**config.mk**
```make
export PLATFORM = sky130hd
export DESIGN_NAME = ovs_averager
export DESIGN_NICKNAME = d
export VERILOG_FILES = /design/src/rtl/ovs_pkg.sv /design/src/rtl/ovs_mode_decode.sv /design/src/rtl/ovs_accum.sv /design/src/rtl/ovs_format.sv /design/src/rtl/ovs_averager.sv
export SDC_FILE = /design/constraint.sdc
export NUM_CORES = 1
export LEC_CHECK = 0
export BUFFER_PORTS_ARGS = -buffer_cell sky130_fd_sc_hd__buf_2
export CORE_MARGIN = 5
export CORE_UTILIZATION = 49
export CTS_CLUSTER_DIAMETER = 80
export DETAILED_ROUTE_END_ITERATION = 10
export PLACE_DENSITY_LB_ADDON = 0.2
export SYNTH_ARGS = -nofsm -noshare
export SYNTH_HDL_FRONTEND = slang
export SYNTH_SLANG_ARGS = --single-unit
```
**constraint.sdc**
```tcl
create_clock -name clk_i -period 3.9 [get_ports clk_i]
set_input_delay 0.78 -clock clk_i [delete_from_list [all_inputs] [get_ports clk_i]]
set_output_delay 0.78 -clock clk_i [all_outputs]
set_load 0.01 [all_outputs]
```
**src/rtl/ovs_pkg.sv**
```systemverilog
package ovs_pkg;

    localparam int unsigned MODE_W = 3;

    typedef enum logic [1:0] {
        FMT_NATIVE = 2'd0,
        FMT_NARROW = 2'd1,
        FMT_ENH    = 2'd2
    } fmt_e;

    // extra result bits requested by a mode code, clamped to the supported maximum
    function automatic int unsigned ext_of(input logic [MODE_W-1:0] code, input int unsigned max_n);
        int unsigned e;
        if (code < MODE_W'(2)) e = 0;
        else                   e = 32'(code) - 1;
        if (e > max_n) e = max_n;
        return e;
    endfunction

    function automatic fmt_e fmt_of(input logic [MODE_W-1:0] code);
        if (code == MODE_W'(0))      return FMT_NATIVE;
        else if (code == MODE_W'(1)) return FMT_NARROW;
        else                         return FMT_ENH;
    endfunction

endpackage

```
**src/rtl/ovs_mode_decode.sv**
```systemverilog
module ovs_mode_decode
    import ovs_pkg::*;
#(
    parameter int unsigned MAX_N = 4,
    localparam int unsigned EXT_W = $clog2(MAX_N + 1)
) (
    input  logic [MODE_W-1:0] mode_i,
    output fmt_e              fmt_o,
    output logic [EXT_W-1:0]  ext_o
);

    always_comb begin
        fmt_o = fmt_of(mode_i);
        ext_o = EXT_W'(ext_of(mode_i, MAX_N));
    end

endmodule

```
**src/rtl/ovs_accum.sv**
```systemverilog
module ovs_accum
    import ovs_pkg::*;
#(
    parameter int unsigned RAW_W = 12,
    parameter int unsigned CH_W  = 4,
    parameter int unsigned MAX_N = 4,
    localparam int unsigned EXT_W = $clog2(MAX_N + 1),
    localparam int unsigned ACC_W = RAW_W + 2 * MAX_N,
    localparam int unsigned CNT_W = 2 * MAX_N + 1
) (
    input  logic              clk_i,
    input  logic              rst_ni,
    input  logic              smp_vld_i,
    input  logic [RAW_W-1:0]  smp_i,
    input  logic [CH_W-1:0]   ch_i,
    input  logic [MODE_W-1:0] mode_i,
    input  logic              enh_i,
    input  logic [EXT_W-1:0]  ext_i,
    output logic              done_o,
    output logic [ACC_W-1:0]  sum_o
);

    typedef struct packed {
        logic              active;
        logic [ACC_W-1:0]  acc;
        logic [CNT_W-1:0]  cnt;
        logic [MODE_W-1:0] mode;
        logic [CH_W-1:0]   ch;
    } acc_t;

    acc_t acc_d, acc_q;
    logic             restart;
    logic [CNT_W-1:0] target, cnt_next, q_limit;

    always_comb begin
        acc_d    = acc_q;
        done_o   = 1'b0;
        restart  = !acc_q.active || (mode_i != acc_q.mode) || (ch_i != acc_q.ch);
        target   = CNT_W'(1) << {ext_i, 1'b0};
        sum_o    = (restart ? '0 : acc_q.acc) + ACC_W'(smp_i);
        cnt_next = (restart ? '0 : acc_q.cnt) + CNT_W'(1);
        q_limit  = CNT_W'(1) << (2 * ext_of(acc_q.mode, MAX_N));
        if (smp_vld_i) begin
            if (!enh_i || cnt_next == target) begin
                done_o        = enh_i;
                acc_d.active  = 1'b0;
                acc_d.acc     = '0;
                acc_d.cnt     = '0;
            end else begin
                acc_d.active  = 1'b1;
                acc_d.acc     = sum_o;
                acc_d.cnt     = cnt_next;
                acc_d.mode    = mode_i;
                acc_d.ch      = ch_i;
            end
        end
    end

    always_ff @(posedge clk_i or negedge rst_ni) begin
        if (!rst_ni) acc_q <= '0;
        else         acc_q <= acc_d;
    end


    cnt_bound_chk: assert property (@(posedge clk_i) disable iff (!rst_ni)
        acc_q.active |-> (acc_q.cnt != '0) && (acc_q.cnt < q_limit));


    restart_chk: assert property (@(posedge clk_i) disable iff (!rst_ni)
        (smp_vld_i && enh_i && acc_q.active && (ch_i != acc_q.ch)) |=> (acc_q.active && acc_q.cnt == CNT_W'(1)));


    passthru_drop_chk: assert property (@(posedge clk_i) disable iff (!rst_ni)
        (smp_vld_i && !enh_i) |=> !acc_q.active);

endmodule

```
**src/rtl/ovs_format.sv**
```systemverilog
module ovs_format
    import ovs_pkg::*;
#(
    parameter int unsigned RAW_W = 12,
    parameter int unsigned MAX_N = 4,
    parameter int unsigned DROP  = 2,
    localparam int unsigned EXT_W = $clog2(MAX_N + 1),
    localparam int unsigned ACC_W = RAW_W + 2 * MAX_N,
    localparam int unsigned OUT_W = RAW_W + MAX_N,
    localparam int unsigned WID_W = $clog2(OUT_W + 1)
) (
    input  fmt_e              fmt_i,
    input  logic [EXT_W-1:0]  ext_i,
    input  logic [RAW_W-1:0]  raw_i,
    input  logic [ACC_W-1:0]  sum_i,
    output logic [OUT_W-1:0]  data_o,
    output logic [WID_W-1:0]  width_o
);

    always_comb begin
        unique case (fmt_i)
            FMT_NATIVE: begin
                data_o  = OUT_W'(raw_i);
                width_o = WID_W'(RAW_W);
            end
            FMT_NARROW: begin
                data_o  = OUT_W'(raw_i >> DROP);
                width_o = WID_W'(RAW_W - DROP);
            end
            default: begin
                data_o  = OUT_W'(sum_i >> ext_i);
                width_o = WID_W'(RAW_W) + WID_W'(ext_i);
            end
        endcase
    end

endmodule

```
**src/rtl/ovs_averager.sv**
```systemverilog
module ovs_averager
    import ovs_pkg::*;
#(
    parameter int unsigned RAW_W = 12,
    parameter int unsigned CH_W  = 4,
    parameter int unsigned MAX_N = 4,
    parameter int unsigned DROP  = 2,
    localparam int unsigned EXT_W = $clog2(MAX_N + 1),
    localparam int unsigned ACC_W = RAW_W + 2 * MAX_N,
    localparam int unsigned OUT_W = RAW_W + MAX_N,
    localparam int unsigned WID_W = $clog2(OUT_W + 1)
) (
    input  logic              clk_i,
    input  logic              rst_ni,
    input  logic              smp_vld_i,
    input  logic [RAW_W-1:0]  smp_i,
    input  logic [CH_W-1:0]   smp_ch_i,
    input  logic [MODE_W-1:0] mode_i,
    output logic              res_vld_o,
    output logic [OUT_W-1:0]  res_o,
    output logic [CH_W-1:0]   res_ch_o
);

    typedef struct packed {
        logic             vld;
        logic [OUT_W-1:0] data;
        logic [CH_W-1:0]  ch;
        logic [WID_W-1:0] wid;
    } out_t;

    out_t             out_d, out_q;
    fmt_e             fmt;
    logic [EXT_W-1:0] ext;
    logic             done;
    logic [ACC_W-1:0] sum;
    logic [OUT_W-1:0] fmt_data;
    logic [WID_W-1:0] fmt_wid;

    ovs_mode_decode #(.MAX_N(MAX_N)) i_decode (
        .mode_i (mode_i),
        .fmt_o  (fmt),
        .ext_o  (ext)
    );

    ovs_accum #(.RAW_W(RAW_W), .CH_W(CH_W), .MAX_N(MAX_N)) i_accum (
        .clk_i     (clk_i),
        .rst_ni    (rst_ni),
        .smp_vld_i (smp_vld_i),
        .smp_i     (smp_i),
        .ch_i      (smp_ch_i),
        .mode_i    (mode_i),
        .enh_i     (fmt == FMT_ENH),
        .ext_i     (ext),
        .done_o    (done),
        .sum_o     (sum)
    );

    ovs_format #(.RAW_W(RAW_W), .MAX_N(MAX_N), .DROP(DROP)) i_format (
        .fmt_i   (fmt),
        .ext_i   (ext),
        .raw_i   (smp_i),
        .sum_i   (sum),
        .data_o  (fmt_data),
        .width_o (fmt_wid)
    );

    always_comb begin
        out_d     = out_q;
        out_d.vld = smp_vld_i && ((fmt != FMT_ENH) || done);
        if (out_d.vld) begin
            out_d.data = fmt_data;
            out_d.ch   = smp_ch_i;
            out_d.wid  = fmt_wid;
        end
    end

    always_ff @(posedge clk_i or negedge rst_ni) begin
        if (!rst_ni) out_q <= '0;
        else         out_q <= out_d;
    end

    assign res_vld_o = out_q.vld;
    assign res_o     = out_q.data;
    assign res_ch_o  = out_q.ch;


    lone_pulse_chk: assert property (@(posedge clk_i) disable iff (!rst_ni)
        !smp_vld_i |=> !res_vld_o);


    width_fit_chk: assert property (@(posedge clk_i) disable iff (!rst_ni)
        res_vld_o |-> ((res_o >> out_q.wid) == '0));


    ch_follow_chk: assert property (@(posedge clk_i) disable iff (!rst_ni)
        (smp_vld_i && fmt != FMT_ENH) |=> (res_vld_o && res_ch_o == $past(smp_ch_i)));

endmodule

```
Yosys cells after proc, flatten, opt, wreduce, memory -nomap -nowiden
Index checks and enable logic that the tools add are counted.
{"block": "totals", "regBits": 58, "latch_bits": 0, "ram_bits": 0, "romBits": 0, "in_bits": 22, "mem_count": 0}
{"block": "op_classes", "add_sub_neg": 3, "multipliers": 0, "div": 0, "order_cmp": 2, "eq_ne": 7, "shifts": 2, "muxes": 10, "n_bitwise": 1, "reduce_logical": 10}
{"operator": "> comparator 32 x 3 -> 1 bit, second input constant", "count": 1}
{"operator": "2-to-1 mux 32 bit", "count": 1}
{"operator": "one-hot mux 16 bit (2 select lines)", "count": 1}
{"operator": "2-to-1 mux 30 bit", "count": 1}
{"operator": "adder 20 x 12 -> 20 bit", "count": 1}
{"operator": "2-to-1 mux 20 bit", "count": 1}
{"operator": "right shift 20 x 3 -> 16 bit", "count": 1}
{"operator": "adder 9 x 1 -> 9 bit, second input constant", "count": 1}
{"operator": "== test 9 bit", "count": 1}
{"operator": "2-to-1 mux 9 bit", "count": 1}
{"operator": "left shift 1 x 4 -> 9 bit, first input constant", "count": 1}
{"operator": "logical OR 1 bit", "count": 4}
{"operator": "2-to-1 mux 2 bit", "count": 2}
{"operator": "!= test 4 bit", "count": 1}
{"operator": "subtractor 3 x 1 -> 4 bit, second input constant", "count": 1}
{"operator": "== test 3 x 1 -> 1 bit, second input constant", "count": 1}
{"operator": "zero test 3 bit", "count": 1}
{"operator": "less-than comparator 3 x 2 -> 1 bit, second input constant", "count": 1}
{"operator": "2-to-1 mux 3 bit", "count": 1}
{"operator": "!= test 3 bit", "count": 1}
{"operator": "== test 2 x 1 -> 1 bit, second input constant", "count": 1}
{"operator": "== test 2 bit, second input constant", "count": 1}
{"operator": "zero test 1 bit", "count": 2}
{"operator": "zero test 2 bit", "count": 1}
{"operator": "other kinds (5)", "count": 6}

Logic depth before layout (Yosys ltp)
{"block": "logic_depth", "depth_word": 11, "ltp_mapped": 20}

Cells and area by module
From an unflattened synthesis, not the netlist that was laid out.
{"block": "hier_totals", "hier_cells": 571, "area_unflattened_um2": 5186.2}
{"module": "ovs_accum", "instances": 1, "cells_per_inst": 330, "area_each_um2": 2976.6, "seq_area_each_um2": 925.9}
{"module": "ovs_averager", "instances": 1, "cells_per_inst": 116, "area_each_um2": 1213.7, "seq_area_each_um2": 525.5}
{"module": "ovs_format", "instances": 1, "cells_per_inst": 114, "area_each_um2": 909.6, "seq_area_each_um2": 0.0}
{"module": "ovs_mode_decode", "instances": 1, "cells_per_inst": 11, "area_each_um2": 86.3, "seq_area_each_um2": 0.0}

Worst setup path after synthesis
OpenSTA, ideal clock, no wires.
{"block": "synth_timing", "path_type": "input port to flip-flop", "start": "in mode_i[0]", "end": "reg out_q, in the netlist res_o[14]", "setup_ns": 0.130, "t_arrival_ns": 4.781, "slack_ns": -1.011, "stages": 18, "path_buffers": 4, "cell_sequence": "buf_2 > xor2_2 > nor4_4 > and3_1 > buf_2 > clkbuf_1 > clkbuf_1 > and2_1 > ha_1 > and3_1 > and4_1 > a21boi_0 > nor3_1 > nor3_1 > or4_1 > and4_1 > o21ba_2 > o21ai_0"}
{"block": "synth_via", "elab_chain_cells": 11, "word_cells_on_any_way": 30}
{"element": "start: declaration", "line": "ovs_averager.sv:18", "text": "input logic [MODE_W-1:0] mode_i,"}
{"element": "subtractor 3 x 1 -> 4 bit (tied with other cells)", "line": "ovs_pkg.sv:15", "text": "else e = 32'(code) - 1;"}
{"element": "2-to-1 mux 32 bit / logical OR 1 bit (equally long branches)", "line": "ovs_pkg.sv:14, ovs_accum.sv:38"}
{"element": "> comparator 32 x 3 -> 1 bit / logical OR 1 bit (equally long branches)", "line": "ovs_pkg.sv:16, ovs_accum.sv:38"}
{"element": "2-to-1 mux 3 bit / 2-to-1 mux 9 bit (equally long branches)", "line": "ovs_pkg.sv:16, ovs_accum.sv:41"}
{"element": "left shift 1 x 4 -> 9 bit / adder 9 x 1 -> 9 bit (equally long branches)", "line": "ovs_accum.sv:39, ovs_accum.sv:41"}
{"element": "== test 9 bit", "line": "ovs_accum.sv:44", "text": "if (!enh_i || cnt_next == target) begin"}
{"element": "logical OR 1 bit", "line": "ovs_accum.sv:44"}
{"element": "2-to-1 mux 1 bit", "line": "ovs_accum.sv:44"}
{"element": "2-to-1 mux 1 bit", "line": "ovs_accum.sv:43", "text": "if (smp_vld_i) begin"}
{"element": "logical OR 1 bit", "line": "ovs_averager.sv:69", "text": "out_d.vld = smp_vld_i && ((fmt != FMT_ENH) || done);"}
{"element": "logical AND 1 bit", "line": "ovs_averager.sv:69"}
{"element": "end signal: assignment", "line": "ovs_averager.sv:79", "text": "else out_q <= out_d;"}
{"element": "end: declaration", "line": "ovs_averager.sv:31", "text": "out_t out_d, out_q;"}
Parallel ways exist; a longest one is shown, timed or not.
A chain may end at the register's enable or synchronous reset.

Final worst setup path
{"block": "layout_timing", "start": "in smp_ch_i[2]", "end": "reg out_q, in the netlist res_o[8]"}
{"block": "layout_via", "elab_chain_cells": 10, "word_cells_on_any_way": 14}
{"element": "start: declaration", "line": "ovs_averager.sv:17", "text": "input logic [CH_W-1:0] smp_ch_i,"}
{"element": "!= test 4 bit *", "line": "ovs_accum.sv:38", "text": "restart = !acc_q.active || (mode_i != acc_q.mode) || (ch_i != acc_q.ch);"}
{"element": "logical OR 1 bit *", "line": "ovs_accum.sv:38"}
{"element": "2-to-1 mux 9 bit", "line": "ovs_accum.sv:41", "text": "cnt_next = (restart ? '0 : acc_q.cnt) + CNT_W'(1);"}
{"element": "adder 9 x 1 -> 9 bit", "line": "ovs_accum.sv:41"}
{"element": "== test 9 bit", "line": "ovs_accum.sv:44"}
{"element": "logical OR 1 bit", "line": "ovs_accum.sv:44"}
{"element": "2-to-1 mux 1 bit", "line": "ovs_accum.sv:44"}
{"element": "2-to-1 mux 1 bit", "line": "ovs_accum.sv:43"}
{"element": "logical OR 1 bit", "line": "ovs_averager.sv:69"}
{"element": "logical AND 1 bit", "line": "ovs_averager.sv:69"}
Every way passes the cells marked *; elsewhere a longest branch is shown, timed or not.

==> impl_metrics.py <==
metrics = {
    "status": {
        "outcome": "finished, violations left",
        "violations_in_the_final_reports": "negative setup slack",
    },
    "synth": {
        "leading_cell_types_by_total_area_after_synthesis": "sky130_fd_sc_hd__dfrtp_1 30%, sky130_fd_sc_hd__nand2_1 5.7%, sky130_fd_sc_hd__a21oi_1 4.1%",
        "yosys-top-cells-count": "74 x sky130_fd_sc_hd__nand2_1, 58 x sky130_fd_sc_hd__dfrtp_1, 42 x sky130_fd_sc_hd__nor2_1, 40 x sky130_fd_sc_hd__a21oi_1, 37 x sky130_fd_sc_hd__o21ai_0",
        "syn-instance-count": 598,
        "edff_count_synth": 0,
        "yosys.area.top_type_share": 0.298,
        "yosys_warnings": 0,
        "async_reset_ff_frac": 1.00,
        "synth_sequential_area_ratio": 0.298,
        "ys_dominant_reg_cell": "sky130_fd_sc_hd__dfrtp_1",
        "synth.ff_latch_count": 58,
        "synth_cell_types": 70,
        "synth_most_common_cell": "sky130_fd_sc_hd__nand2_1",
        "synth_fp_nets": 637,
        "synth_top_area_cell": "sky130_fd_sc_hd__dfrtp_1",
        "syn_avg_cell_area_um2": 8.15,
        "synth.cell_area_mm2": 0.00487,
    },
    "timing": {
        "setup_viol": 27,
        "period_minus_slack_ps": 4140,
        "timing.slew.headroom": 0.305,
        "fmaxAchievable_ghz": 0.242,
        "timing.final.crit_share": 1.06,
        "timing_worst_slew_pin_value_ps": 1040,
        "finalMaxSlewViolations": 0,
        "final_critical_path_setup_slack_ps": -240,
        "unrepaired_setup_endpoints_after_global_routing": "yes",
        "hold_violations": 0,
        "fin_skew_ps": 10.8,
    },
    "route": {
        "remaining_drc_errors": 0,
        "drt_first_pass_iters": 5,
        "drt_wl_total_um": 19600,
        "route.vias.total": 5653,
        "final_antenna_net_count": 0,
        "viasPerCell": 6.26,
        "detailed_route_wire_length_per_cell_um": 21.7,
        "drt_iter0_markers": 491,
    },
    "cts": {
        "clock_tree.buffer_depth": 2,
        "tritoncts": "built",
        "hold_buffers": 0,
        "insertion_delay_ps": 360,
        "clk_pin_slew_worst_paths_ps": 70,
        "clock_tree.root_cell": "sky130_fd_sc_hd__clkbuf_8",
        "cts.sinks": 58,
        "cts_buffers": 9,
        "cts_htree_levels": 3,
    },
    "floorplan": {
        "initial_utilization": 0.501,
        "top_level_ports": 43,
        "row_count": 36,
        "total_die_area_mm2": 0.0120,
        "chipHeight_um": 110,
        "design.core.area_mm2": 0.00973,
        "horizontal_die_dimension_um": 110,
    },
    "global_routing": {
        "global_route.overflow_total": 0,
        "antenna_found_initial": 0,
        "maximum_number_of_pins_on_one_net_before_global_route_repair": 38,
        "grt_pass1_wl_um": 29000,
        "global_route_usage_sum": 0.319,
        "vias_in_the_first_global_route": 5480,
    },
    "critical_path": {
        "path_buf_inv": 4,
        "crit_path_top_delay_cell": "sky130_fd_sc_hd__a311oi_1",
        "cp.arrival_ps": 4430,
        "cell_family_with_the_largest_share_of_critical_path_delay": "compound AO/OA/AOI/OAI gates",
        "worstPathRequired_ps": 4190,
        "flop_to_flop_setup_slack_ps": -150,
        "worstSetupEndpointType": "register",
        "worstPathMaxFanout": 5,
        "timing.critical_path.cells": "buf_8 -> xor2_4 -> nor4_4 -> and3_4 -> buf_6 -> and2_4 -> ha_4 -> inv_2 -> fa_2 -> nand2b_4 -> buf_6 -> a21oi_4 -> o21ai_2 -> a311oi_1 -> a211oi_1 -> a211oi_2 -> a21oi_2 -> a221o_1 -> o21ai_1",
        "critical_path_class": "primary input to register",
        "cp_slowest_stage_delay_ps": 350,
        "critPathLaunchType": "primary input",
        "cell_type_with_the_highest_occurrence_count_on_the_critical_path": "sky130_fd_sc_hd__buf_6",
    },
    "placed_design": {
        "portBuffers": 42,
        "finalWeightedCongestion": 0.978,
        "pre_cts_ws_ps": -748,
        "place_hpwl_um": 13600,
    },
    "final_layout": {
        "layout-drive-gt1-share": 0.464,
        "antenna_cells_inserted": 0,
        "finish.net_count": 804,
        "fin_util": 0.755,
        "area.growth.synth_to_final_pct": 50.8,
    },
    "power": {
        "vdd_drop_max_uv": 241,
        "cellLeakagePower_nw": 3.16,
        "power_per_cell_area_mw_per_mm2": 246,
        "total_power_mw": 1.81,
    },
    "hold_path": {
        "worst_hold_path_type": "register to register",
    },
    "flow_run": {
        "number_of_maximum_capacitance_violations": 0,
    },
}
[placed cells by master, fill, tap and decap left out, drive strengths merged, types with 5 or more instances in the layout]
cell type / n
buf: 194
nand2: 74
dfrtp: 58
nor2: 44
a21oi: 40
o21ai: 40
nor3: 21
xnor2: 17
nand3: 16
and2: 16
ha: 16
o31ai: 14
clkbuf: 12
a211oi: 12
nand4: 11
xor2: 11
o211ai: 10
mux2: 10
o2bb2ai: 10
inv: 10
a21o: 10
mux2i: 8
nand2b: 7
a221oi: 7
or3: 7
a22o: 6
and3: 6
o41ai: 6
or2: 5
nor4: 5
a22oi: 5
or4: 5
[worst register-to-register path, cell delays in order, from the launching register on]
cell and delay [ps]:
sky130_fd_sc_hd__dfrtp_1 440, sky130_fd_sc_hd__xor2_4 190, sky130_fd_sc_hd__nor4_4 320, sky130_fd_sc_hd__and3_4 280, sky130_fd_sc_hd__buf_6 130, sky130_fd_sc_hd__and2_4 140
sky130_fd_sc_hd__ha_4 120, sky130_fd_sc_hd__inv_2 30, sky130_fd_sc_hd__fa_2 330, sky130_fd_sc_hd__nand2b_4 160, sky130_fd_sc_hd__buf_6 120, sky130_fd_sc_hd__a21oi_4 170
sky130_fd_sc_hd__o21ai_2 130, sky130_fd_sc_hd__a311oi_1 350, sky130_fd_sc_hd__a211oi_1 100, sky130_fd_sc_hd__a211oi_2 350, sky130_fd_sc_hd__a21oi_2 130, sky130_fd_sc_hd__a221o_1 350
sky130_fd_sc_hd__o21ai_1 140
[cell type report]
class | instances | area (um^2)
multi-input combinational | 490 | 4040
fill | 736 | 2380
timing repair buffer | 195 | 1480
sequential | 58 | 1450
tap | 133 | 166
clock buffer | 11 | 141
inverter | 11 | 45.0
clock inverter | 5 | 30.0
[cell families after synthesis]
logic type	after synthesis	synth area share
multiplexers	18	0.0395
AND/OR/NAND/NOR	225	0.232
adder cells (fa/ha/maj)	17	0.0452
buffers and inverters	51	0.0421
AO/OA/AOI/OAI	201	0.292
flip-flops	58	0.298
XOR/XNOR	28	0.0519
[routing by layer]
layer / up-vias / wire length, um / global-route usage
met5: - / 0 / 0
met4: 0 / 949 / 0.160
met3: 66 / 1100 / 0.0505
met2: 254 / 9580 / 0.530
met1: 2753 / 7930 / 0.401
li1: 2580 / - / -
[path summary, 6_finish.rpt]
path,start,end,depth (start not counted)
worst max-delay path,smp_ch_i[2],res_o[8],19
worst min-delay path,res_ch_o[1],res_ch_o[1],2
worst max register to register,i_accum.acc_q[2],res_o[8],18
worst min register to register,res_ch_o[1],res_ch_o[1],2
max in group asynchronous,rst_ni,i_accum.acc_q[8],2
min in group asynchronous,rst_ni,i_accum.acc_q[18],1
[state kept, by name, indices dropped and copies added, names as in the netlist]
register / cells
res_ch_o: 4
res_vld_o: 1
res_o: 16
i_accum.acc_q: 37
[through the flow]
stage	setup TNS (ps)	std cells	hold slack, ps	area, um^2
2_1_floorplan	-7980	598	440	5070
3_3_place_gp	-12980	852	452	6110
3_5_place_dp	-16630	852	458	6110
4_1_cts	-758	886	475	6730
5_1_grt	-6570	903	511	7350
6_report	-1920	903	475	7350
[power breakdown]
part	internal (mW)	total (mW)	switching (mW)
sequential	0.657	0.697	0.0395
clock	0.244	0.519	0.275
combinational	0.260	0.591	0.331
[timing repair]
| action | 4_1_cts | 5_1_grt |
|---|---|---|
| buffers inserted | 18 | 19 |
| pin swaps | 34 | 48 |
| endpoints found under the hold margin | 0 | 0 |
| endpoints found under the setup margin | 13 | 47 |
| resized for setup | 71 | 117 |
| cloned | 1 | 2 |
Power figures use the tool's default switching activity.
